===== src/rtl/irq_ctrl_pkg.sv =====
package irq_ctrl_pkg;

    localparam int unsigned REG_W = 32;

    // normal register bit layout
    localparam int unsigned NRM_DONE_LSB  = 0;
    localparam int unsigned NRM_DERR_LSB  = 12;
    localparam int unsigned NRM_SYNC_BIT  = 27;

    // error register bit layout
    localparam int unsigned ERR_FETCH_LSB = 1;
    localparam int unsigned ERR_PRE_LSB   = 7;
    localparam int unsigned ERR_SUM_LSB   = 13;
    localparam int unsigned ERR_REDO_LSB  = 25;

    localparam logic [REG_W-1:0] NRM_MASK_RST = 32'h07FF_FFFF;
    localparam logic [REG_W-1:0] ERR_MASK_RST = 32'hFFFF_FFFF;

    // offset of a register within one bank (addr low bits)
    typedef enum logic [1:0] {
        SLOT_STAT = 2'd0,
        SLOT_MASK = 2'd1,
        SLOT_EN   = 2'd2,
        SLOT_DIS  = 2'd3
    } bank_slot_e;

endpackage


===== src/rtl/irq_event_map.sv =====
module irq_event_map
    import irq_ctrl_pkg::*;
#(
    parameter int unsigned NUM_CH = 6,
    parameter int unsigned W      = REG_W
) (
    input  logic [NUM_CH-1:0] desc_done_i,
    input  logic [NUM_CH-1:0] data_err_i,
    input  logic              frame_sync_i,
    input  logic [NUM_CH-1:0] fetch_fail_i,
    input  logic [NUM_CH-1:0] bad_pre_i,
    input  logic [NUM_CH-1:0] bad_sum_i,
    input  logic [NUM_CH-1:0] redone_i,
    output logic [W-1:0]      nrm_set_o,
    output logic [W-1:0]      err_set_o
);

    always_comb begin
        nrm_set_o = '0;
        err_set_o = '0;
        for (int c = 0; c < NUM_CH; c++) begin
            nrm_set_o[NRM_DONE_LSB  + c] = desc_done_i[c];
            nrm_set_o[NRM_DERR_LSB  + c] = data_err_i[c];
            err_set_o[ERR_FETCH_LSB + c] = fetch_fail_i[c];
            err_set_o[ERR_PRE_LSB   + c] = bad_pre_i[c];
            err_set_o[ERR_SUM_LSB   + c] = bad_sum_i[c];
            err_set_o[ERR_REDO_LSB  + c] = redone_i[c];
        end
        nrm_set_o[NRM_SYNC_BIT] = frame_sync_i;
    end

endmodule


===== src/rtl/irq_bank.sv =====
module irq_bank #(
    parameter int unsigned     W        = 32,
    parameter logic [W-1:0]    MASK_RST = '1
) (
    input  logic         clk,
    input  logic         rst_n,
    input  logic [W-1:0] set_i,
    input  logic [W-1:0] clr_i,
    input  logic [W-1:0] en_i,
    input  logic [W-1:0] dis_i,
    output logic [W-1:0] status_o,
    output logic [W-1:0] mask_o,
    output logic         pend_o
);

    typedef struct packed {
        logic [W-1:0] status;
        logic [W-1:0] mask;
    } bank_t;

    bank_t bank_d, bank_q;

    always_comb begin
        bank_d        = bank_q;
        // set after clear: a pulse beats a same-cycle clear
        bank_d.status = (bank_q.status & ~clr_i) | set_i;
        bank_d.mask   = (bank_q.mask & ~en_i) | dis_i;
    end

    always_ff @(posedge clk) begin
        if (!rst_n) begin
            bank_q.status <= '0;
            bank_q.mask   <= MASK_RST;
        end else begin
            bank_q <= bank_d;
        end
    end

    assign status_o = bank_q.status;
    assign mask_o   = bank_q.mask;
    assign pend_o   = |(bank_q.status & ~bank_q.mask);

    AST_SET_WINS: assert property (@(posedge clk) disable iff (!rst_n)
        1'b1 |=> ((status_o & $past(set_i)) == $past(set_i))) else $error("set lost");

    AST_W1C: assert property (@(posedge clk) disable iff (!rst_n)
        1'b1 |=> ((status_o & $past(clr_i & ~set_i)) == '0)) else $error("clear lost");

    AST_MASK_HOLD: assert property (@(posedge clk) disable iff (!rst_n)
        (en_i == '0 && dis_i == '0) |=> $stable(mask_o)) else $error("mask moved");

    AST_ENABLE_CLEARS: assert property (@(posedge clk) disable iff (!rst_n)
        (en_i != '0) |=> ((mask_o & $past(en_i)) == '0)) else $error("enable failed");

endmodule


===== src/rtl/dma_irq_ctrl.sv =====
module dma_irq_ctrl
    import irq_ctrl_pkg::*;
#(
    parameter int unsigned NUM_CH = 6,
    parameter int unsigned ADDR_W = 3
) (
    input  logic              clk,
    input  logic              rst_n,
    input  logic              wr_en,
    input  logic [ADDR_W-1:0] addr,
    input  logic [REG_W-1:0]  wdata,
    output logic [REG_W-1:0]  rdata,
    input  logic [NUM_CH-1:0] ev_desc_done,
    input  logic [NUM_CH-1:0] ev_data_err,
    input  logic              ev_frame_sync,
    input  logic [NUM_CH-1:0] ev_fetch_fail,
    input  logic [NUM_CH-1:0] ev_bad_preamble,
    input  logic [NUM_CH-1:0] ev_bad_sum,
    input  logic [NUM_CH-1:0] ev_redone,
    output logic              irq
);

    localparam int unsigned NUM_BANK = 2;
    localparam int unsigned BANK_BIT = ADDR_W - 1;

    typedef struct packed {
        logic irq;
    } top_t;

    logic [REG_W-1:0] set_v  [NUM_BANK];
    logic [REG_W-1:0] stat_v [NUM_BANK];
    logic [REG_W-1:0] mask_v [NUM_BANK];
    logic             pend_v [NUM_BANK];
    bank_slot_e       slot;
    top_t             top_d, top_q;

    assign slot = bank_slot_e'(addr[1:0]);

    irq_event_map #(.NUM_CH(NUM_CH), .W(REG_W)) u_map (
        .desc_done_i  (ev_desc_done),
        .data_err_i   (ev_data_err),
        .frame_sync_i (ev_frame_sync),
        .fetch_fail_i (ev_fetch_fail),
        .bad_pre_i    (ev_bad_preamble),
        .bad_sum_i    (ev_bad_sum),
        .redone_i     (ev_redone),
        .nrm_set_o    (set_v[0]),
        .err_set_o    (set_v[1])
    );

    for (genvar g = 0; g < NUM_BANK; g++) begin : g_bank
        localparam logic [REG_W-1:0] RST_M = (g == 0) ? NRM_MASK_RST : ERR_MASK_RST;
        logic             hit;
        logic [REG_W-1:0] clr, en, dis;

        always_comb begin
            hit = wr_en && (addr[BANK_BIT] == 1'(g));
            clr = (hit && slot == SLOT_STAT) ? wdata : '0;
            en  = (hit && slot == SLOT_EN)   ? wdata : '0;
            dis = (hit && slot == SLOT_DIS)  ? wdata : '0;
        end

        irq_bank #(.W(REG_W), .MASK_RST(RST_M)) u_bank (
            .clk      (clk),
            .rst_n    (rst_n),
            .set_i    (set_v[g]),
            .clr_i    (clr),
            .en_i     (en),
            .dis_i    (dis),
            .status_o (stat_v[g]),
            .mask_o   (mask_v[g]),
            .pend_o   (pend_v[g])
        );
    end

    always_comb begin
        top_d     = top_q;
        top_d.irq = pend_v[0] | pend_v[1];
    end

    always_ff @(posedge clk) begin
        if (!rst_n) top_q <= '0;
        else        top_q <= top_d;
    end

    always_comb begin
        unique case (slot)
            SLOT_STAT: rdata = stat_v[addr[BANK_BIT]];
            SLOT_MASK: rdata = mask_v[addr[BANK_BIT]];
            default:   rdata = '0;
        endcase
    end

    assign irq = top_q.irq;

    AST_IRQ_LATENCY: assert property (@(posedge clk) disable iff (!rst_n)
        1'b1 |=> (irq == $past(|((stat_v[0] & ~mask_v[0]) | (stat_v[1] & ~mask_v[1])))))
        else $error("irq mismatch");

endmodule


===== config.mk =====
export PLATFORM = sky130hd
export DESIGN_NAME = dma_irq_ctrl
export DESIGN_NICKNAME = d
export VERILOG_FILES = /design/src/rtl/irq_ctrl_pkg.sv /design/src/rtl/irq_event_map.sv /design/src/rtl/irq_bank.sv /design/src/rtl/dma_irq_ctrl.sv
export SDC_FILE = /design/constraint.sdc
export NUM_CORES = 1
export LEC_CHECK = 0
export BUFFER_PORTS_ARGS = -buffer_cell sky130_fd_sc_hd__buf_4
export CORE_MARGIN = 5
export CORE_UTILIZATION = 58
export CTS_BUF_LIST = sky130_fd_sc_hd__clkbuf_16
export CTS_CLUSTER_SIZE = 16
export DETAILED_ROUTE_END_ITERATION = 6
export PLACE_DENSITY_LB_ADDON = 0.1
export REMOVE_ABC_BUFFERS = 1
export SETUP_SLACK_MARGIN = 0.1
export SKIP_LAST_GASP = 1
export SLEW_MARGIN = 20
export SYNTH_ARGS = -nofsm -noshare
export SYNTH_HDL_FRONTEND = slang
export SYNTH_HIERARCHICAL = 1
export SYNTH_SLANG_ARGS = --single-unit

===== constraint.sdc =====
create_clock -name clk -period 1.17 [get_ports clk]
set_input_delay 0.117 -clock clk [delete_from_list [all_inputs] [get_ports clk]]
set_output_delay 0.117 -clock clk [all_outputs]
set_load 0.01 [all_outputs]

### Word-level counts from Yosys, hierarchy flattened

Index checks and enable logic that the tools add are counted.

* output and inout port bits: 33
* input port bits: 75
* bits in registers: 129
* word-level logic and storage cells: 52

* bitwise gates (word level): 19
* reduce and logical (&&, ||, !) cells: 11
* eq/ne operators: 3
* magnitude comparators: 1
* muxes and demuxes: 13

Operators with widths (count)
* $mux W32: 12
* $and A32 B32 Y32: 6
* $not A32 Y32: 6
* $or A32 B32 Y32: 2
* $pmux W32 S2: 1
* $reduce_or A32 Y1: 2
* $or A32 B28 Y32: 1
* $or A32 B31 Y32: 1
* $logic_and A1 B1 Y1: 8
* $eq A2 B2 Y1 const B: 2
* $eq A2 B1 Y1 const B: 1
* $ge A2 B2 Y1 const B: 1
* $logic_not A2 Y1: 1
* $not A1 Y2: 1
* $not A1 Y1: 1
* $or A1 B1 Y1: 1

### Depth between registers and ports, before layout

* depth after elaboration: 7
* mapped depth: 5
* gate-level depth less buffers: 5

### Hierarchy

The synthesis kept the hierarchy.

By module, submodules not included
* dma_irq_ctrl: cells an instance 330, seq. area each 20.0 µm², instances 1, area each 2439.8 µm²
* irq_bank at g_bank[0].u_bank: cells an instance 252, seq. area each 1281.2 µm², instances 1, area each 2378.5 µm²
* irq_bank at g_bank[1].u_bank: cells an instance 252, seq. area each 1281.2 µm², instances 1, area each 2376.0 µm²
* irq_event_map: cells an instance 65, seq. area each 0.0 µm², instances 1, area each 484.2 µm²

### Worst setup path after synthesis

OpenSTA, ideal clock, no wires.

* path type: input to register
* from: in addr[2]
* to: reg g_bank[0].u_bank.bank_q, in the netlist g_bank[0].u_bank/status_o[10]
* buffers on the path: 1
* setup slack: 0.086 ns
* required time: 1.055 ns
* arrival: 0.969 ns
* setup time: 0.115 ns
* stages on the path: 5
* cells stage by stage: nor4b_4 -> clkbuf_1 -> and2_1 -> nor2_1 -> o21a_1

* longest elaborated chain between the ends: 7

RTL lines
* start, declared: line dma_irq_ctrl.sv:10 `input logic [ADDR_W-1:0] addr,`
* $not A1 Y1: line dma_irq_ctrl.sv:57 `hit = wr_en && (addr[BANK_BIT] == 1'(g));`
* $logic_and A1 B1 Y1: line dma_irq_ctrl.sv:57
* $logic_and A1 B1 Y1: line dma_irq_ctrl.sv:58 `clr = (hit && slot == SLOT_STAT) ? wdata : '0;`
* $mux W32: line dma_irq_ctrl.sv:58
* named net g_bank[0].clr[10]: line dma_irq_ctrl.sv:54 `logic [REG_W-1:0] clr, en, dis;`
* $not A32 Y32: line irq_bank.sv:26 `bank_d.status = (bank_q.status & ~clr_i) | set_i;`
* $and A32 B32 Y32: line irq_bank.sv:26
* $or A32 B28 Y32: line irq_bank.sv:26
* end signal, assigned: line irq_bank.sv:35 `bank_q <= bank_d;`
* end, declared: line irq_bank.sv:21 `bank_t bank_d, bank_q;`

The timed path passes the listed nets, and every way through them passes these cells.
A chain may end at the register's enable or synchronous reset.

### Worst setup path in the final report

* from: reg g_bank[0].u_bank.bank_q, in the netlist g_bank[0].u_bank/mask_o[4]
* to: out rdata[4]

* longest elaborated chain between the ends: 4

RTL lines
* $mux W32 (not written as such) (3 in a row): line dma_irq_ctrl.sv:89 `SLOT_MASK: rdata = mask_v[addr[BANK_BIT]];`
* $pmux W32 S2: line dma_irq_ctrl.sv:87 `unique case (slot)`
* end, declared: line dma_irq_ctrl.sv:12 `output logic [REG_W-1:0] rdata,`

No other way between the ends. The select of a mux whose other input is x is not followed.

==> results by group <==
Layout
  • Final core area utilization: 80.1%
  • Non-Filler Instances: 1314
  • Ant diodes: 0
  • Final instance area: 10500 µm²
  • Fillers: 832
  • Fin nets: 1200
  • Share of cells above drive strength 1: 34.3%
  • Area Growth Syn to Fin: 37.1%

Hold path
  • Hold Crit Class: primary input to flip-flop

STA
  • Tcrit/Tclk final: 123%
  • Hold Vio Cnt, Final: 0
  • RSZ-0062 raised after global routing: yes
  • Worst Skew: 0.00675 ns
  • Fin Setup TNS: -6.72 ns
  • Post-layout minimum cycle time: 1.44 ns
  • Slew Viols, Final: 0
  • Setup ws final: -0.273 ns
  • Final setup violation count: 33
  • Fmax: 693 MHz

Placed design
  • Placed cell area: 9080 µm²
  • RD Place Congestion: 0.813
  • Detailed placer's ending HPWL: 14400 µm
  • Input/output buffers: 107
  • Pre-CTS WS: -0.410 ns
  • Dpl cells: 1222

Yosys
  • Mapped Area: 7680 µm²
  • Number of synthesized flops with an enable pin: 0
  • Synth cell count leaders: 168 x and2_1, 129 x dfxtp_1, 71 x buf_4
  • Seq/Total Area, Yosys: 33.6%
  • Area contributors post-synth: dfxtp_1 34%, and2_1 14%, mux2i_1 8.3%, buf_4 6.9%, o21a_1 6.8%
  • Synth top area share: 33.6%
  • Most common flop cell mapped by yosys: dfxtp_1
  • Syn Inst Count: 899
  • Syn. warnings: 6
  • Asr flop ratio synth: 0%
  • Mapped Avg Cell Area: 8.54 µm²
  • Synth area leader: dfxtp_1
  • Number of synthesized register bits: 129
  • Distinct cells, synth: 29
  • Most frequent cell after synthesis: and2_1

Critical path
  • Crit start category: flip-flop
  • Worst path slowest cell: dfxtp_2
  • Crit path capture: rdata[4]
  • Crit-path max FO: 2
  • R2r setup slk: -0.25 ns
  • Crit Path Class: flip-flop to primary output
  • RR Endpoint: irq$_SDFF_PN0_
  • Max incr delay on CP: 0.34 ns
  • Worst EP arrival: 1.33 ns
  • Required @ worst endpoint: 1.05 ns
  • Worst R2R Start: g_bank[1].u_bank/status_o[4]$_SDFF_PN0_
  • Crit. End Element: primary output
  • Crit. Startpoint: g_bank[0].u_bank/mask_o[4]$_SDFF_PN1_
  • CP Cell Sequence: buf_6, mux2i_1, o22ai_1, buf_4
  • Cell depth of the worst flop-to-flop path: 6

Detailed routing
  • Initial DRC Count: 370
  • Wire length per cell: 16.9 µm
  • Vias: 6904
  • ANT nets after route: 0
  • Post-route DRC: 0
  • Via density: 5.25
  • Drt first pass iters: 5
  • Drt total wl: 22200 µm

Die
  • Core area: 13100 µm²
  • # rows: 42
  • I/O pins: 108
  • Starting Density: 58.4%
  • Die W: 125 µm
  • Die H: 125 µm
  • Die footprint: 15600 µm²

CTS
  • Inserted Clock Buffers: 17
  • H-tree depth: 4
  • Clock Sinks: 129
  • Longest Clk Path Bufs: 2
  • Clock Latency Late Sink: 0.42 ns
  • CTS root buffer: clkbuf_16
  • CTS tree: done
  • Clock transition at path regs: 0.05 ns

Status
  • Outcome: complete, but fails checks
  • Failing checks: setup timing

GRT
  • First-pass GRT wire length: 35000 µm
  • Antenna violations before repair: 0
  • Largest net degree at the start of global routing: 38
  • Number of global-route vias before repair: 7295
  • Gr usage total: 27.4%
  • Remaining global-route overflow: 0

Power
  • Leak: 4.90 nW
  • Pwr dens: 1080 nW/µm²
  • Peak VDD IR: 800 µV

Run
  • Max-cap violation count: 0
-- layout by cell type (no fill, tap or decap), drive strengths merged --
master and n:
dlygate4sd3 37, and4bb 2, conb 27, clkbuf 17, mux2i 64, nor4 8, nor2 64, and4b 2
clkinv 12, and4 1, nand4 2, and2 192, or2b 1, dfxtp 129, o21a 70, buf 254
o22ai 64, nand2b 59, or2 1, nor2b 5, nand3b 59, inv 67, nor4b 1
-- state kept, by name, indices dropped and copies added, names as in the netlist --
name / flops
g_bank.u_bank/mask_o: 64
g_bank.u_bank/status_o: 64
irq: 1
-- worst min path at each step --
stage / end / start / cells after the start / slack, ns
final: g_bank[0].u_bank/mask_o[12]$_SDFF_PN1_ / wdata[12] / 3 / 0.02
after floorplan: g_bank[0].u_bank/mask_o[0]$_SDFF_PN1_ / rst_n / 1 / 0.20
after global placement: g_bank[0].u_bank/status_o[3]$_SDFF_PN0_ / ev_desc_done[3] / 2 / 0.32
after CTS: g_bank[0].u_bank/mask_o[0]$_SDFF_PN1_ / wdata[0] / 3 / 0.004
after detailed placement: g_bank[1].u_bank/status_o[8]$_SDFF_PN0_ / ev_bad_preamble[1] / 2 / 0.33
after global routing: g_bank[0].u_bank/mask_o[0]$_SDFF_PN1_ / wdata[0] / 3 / 0.02
-- per-layer routing --
metal  GRT usage (%)  vias to the layer above  wire, µm
met5               0                        -         0
met1            30.8                     3312      9000
li1                -                     3343         -
met4            10.1                        0       541
met3            5.76                       49      1100
met2            50.9                      200     11600
-- final cells by class --
cell class | count | area (µm²) | area share, %
flip-flops and latches | 129 | 2650 | 25.2
multi-input cells | 622 | 4320 | 41.1
clock buffers | 17 | 425 | 4.04
repair buffers | 291 | 2610 | 24.8
well taps | 176 | 220 | 2.09
inverters | 64 | 240 | 2.28
clock inverters | 15 | 61.3 | 0.583
-- kinds of logic after synthesis --
| family | share of synthesized area [%] |
|---|---|
| AO/OA/AOI/OAI | 12.2 |
| buffers and inverters | 13.6 |
| AND/OR/NAND/NOR | 32.2 |
| flip-flops | 33.6 |
| multiplexers | 8.34 |
| other | 0.0488 |
-- what timing repair did --
action,4_1_cts,5_1_grt
hold buffers,37,0
gates resized for setup,91,43
cloned,0,0
setup endpoints to repair,33,33
setup buffers,15,8
endpoints found under the hold margin,37,0
pin swaps,31,16
-- per-stage QoR --
| stage | total power (W) | hold WS (ns) |
|---|---|---|
| 2_1_floorplan | 0.00558 | 0.200 |
| 3_3_place_gp | 0.00660 | 0.324 |
| 3_5_place_dp | 0.00667 | 0.330 |
| 4_1_cts | 0.0113 | 0.00359 |
| 5_1_grt | 0.0118 | 0.0206 |
| 6_report | 0.0113 | 0.0171 |
-- power by group --
group / internal (W) / leakage (nW) / switching (W)
combinational: 0.00116 / 3.60 / 0.000952
sequential: 0.00462 / 1.04 / 0.000129
clock: 0.00259 / 0.254 / 0.00188
-- critical path: cells and delay by family, from the launching register on --
| kind | cells | cell delay (ns) |
|---|---|---|
| DFF | 1 | 0.34 |
| muxes | 1 | 0.07 |
| AOI/OAI and AO/OA | 1 | 0.24 |
| buffers and inverters | 2 | 0.27 |
No activity file was read; power rests on OpenSTA's default activity.
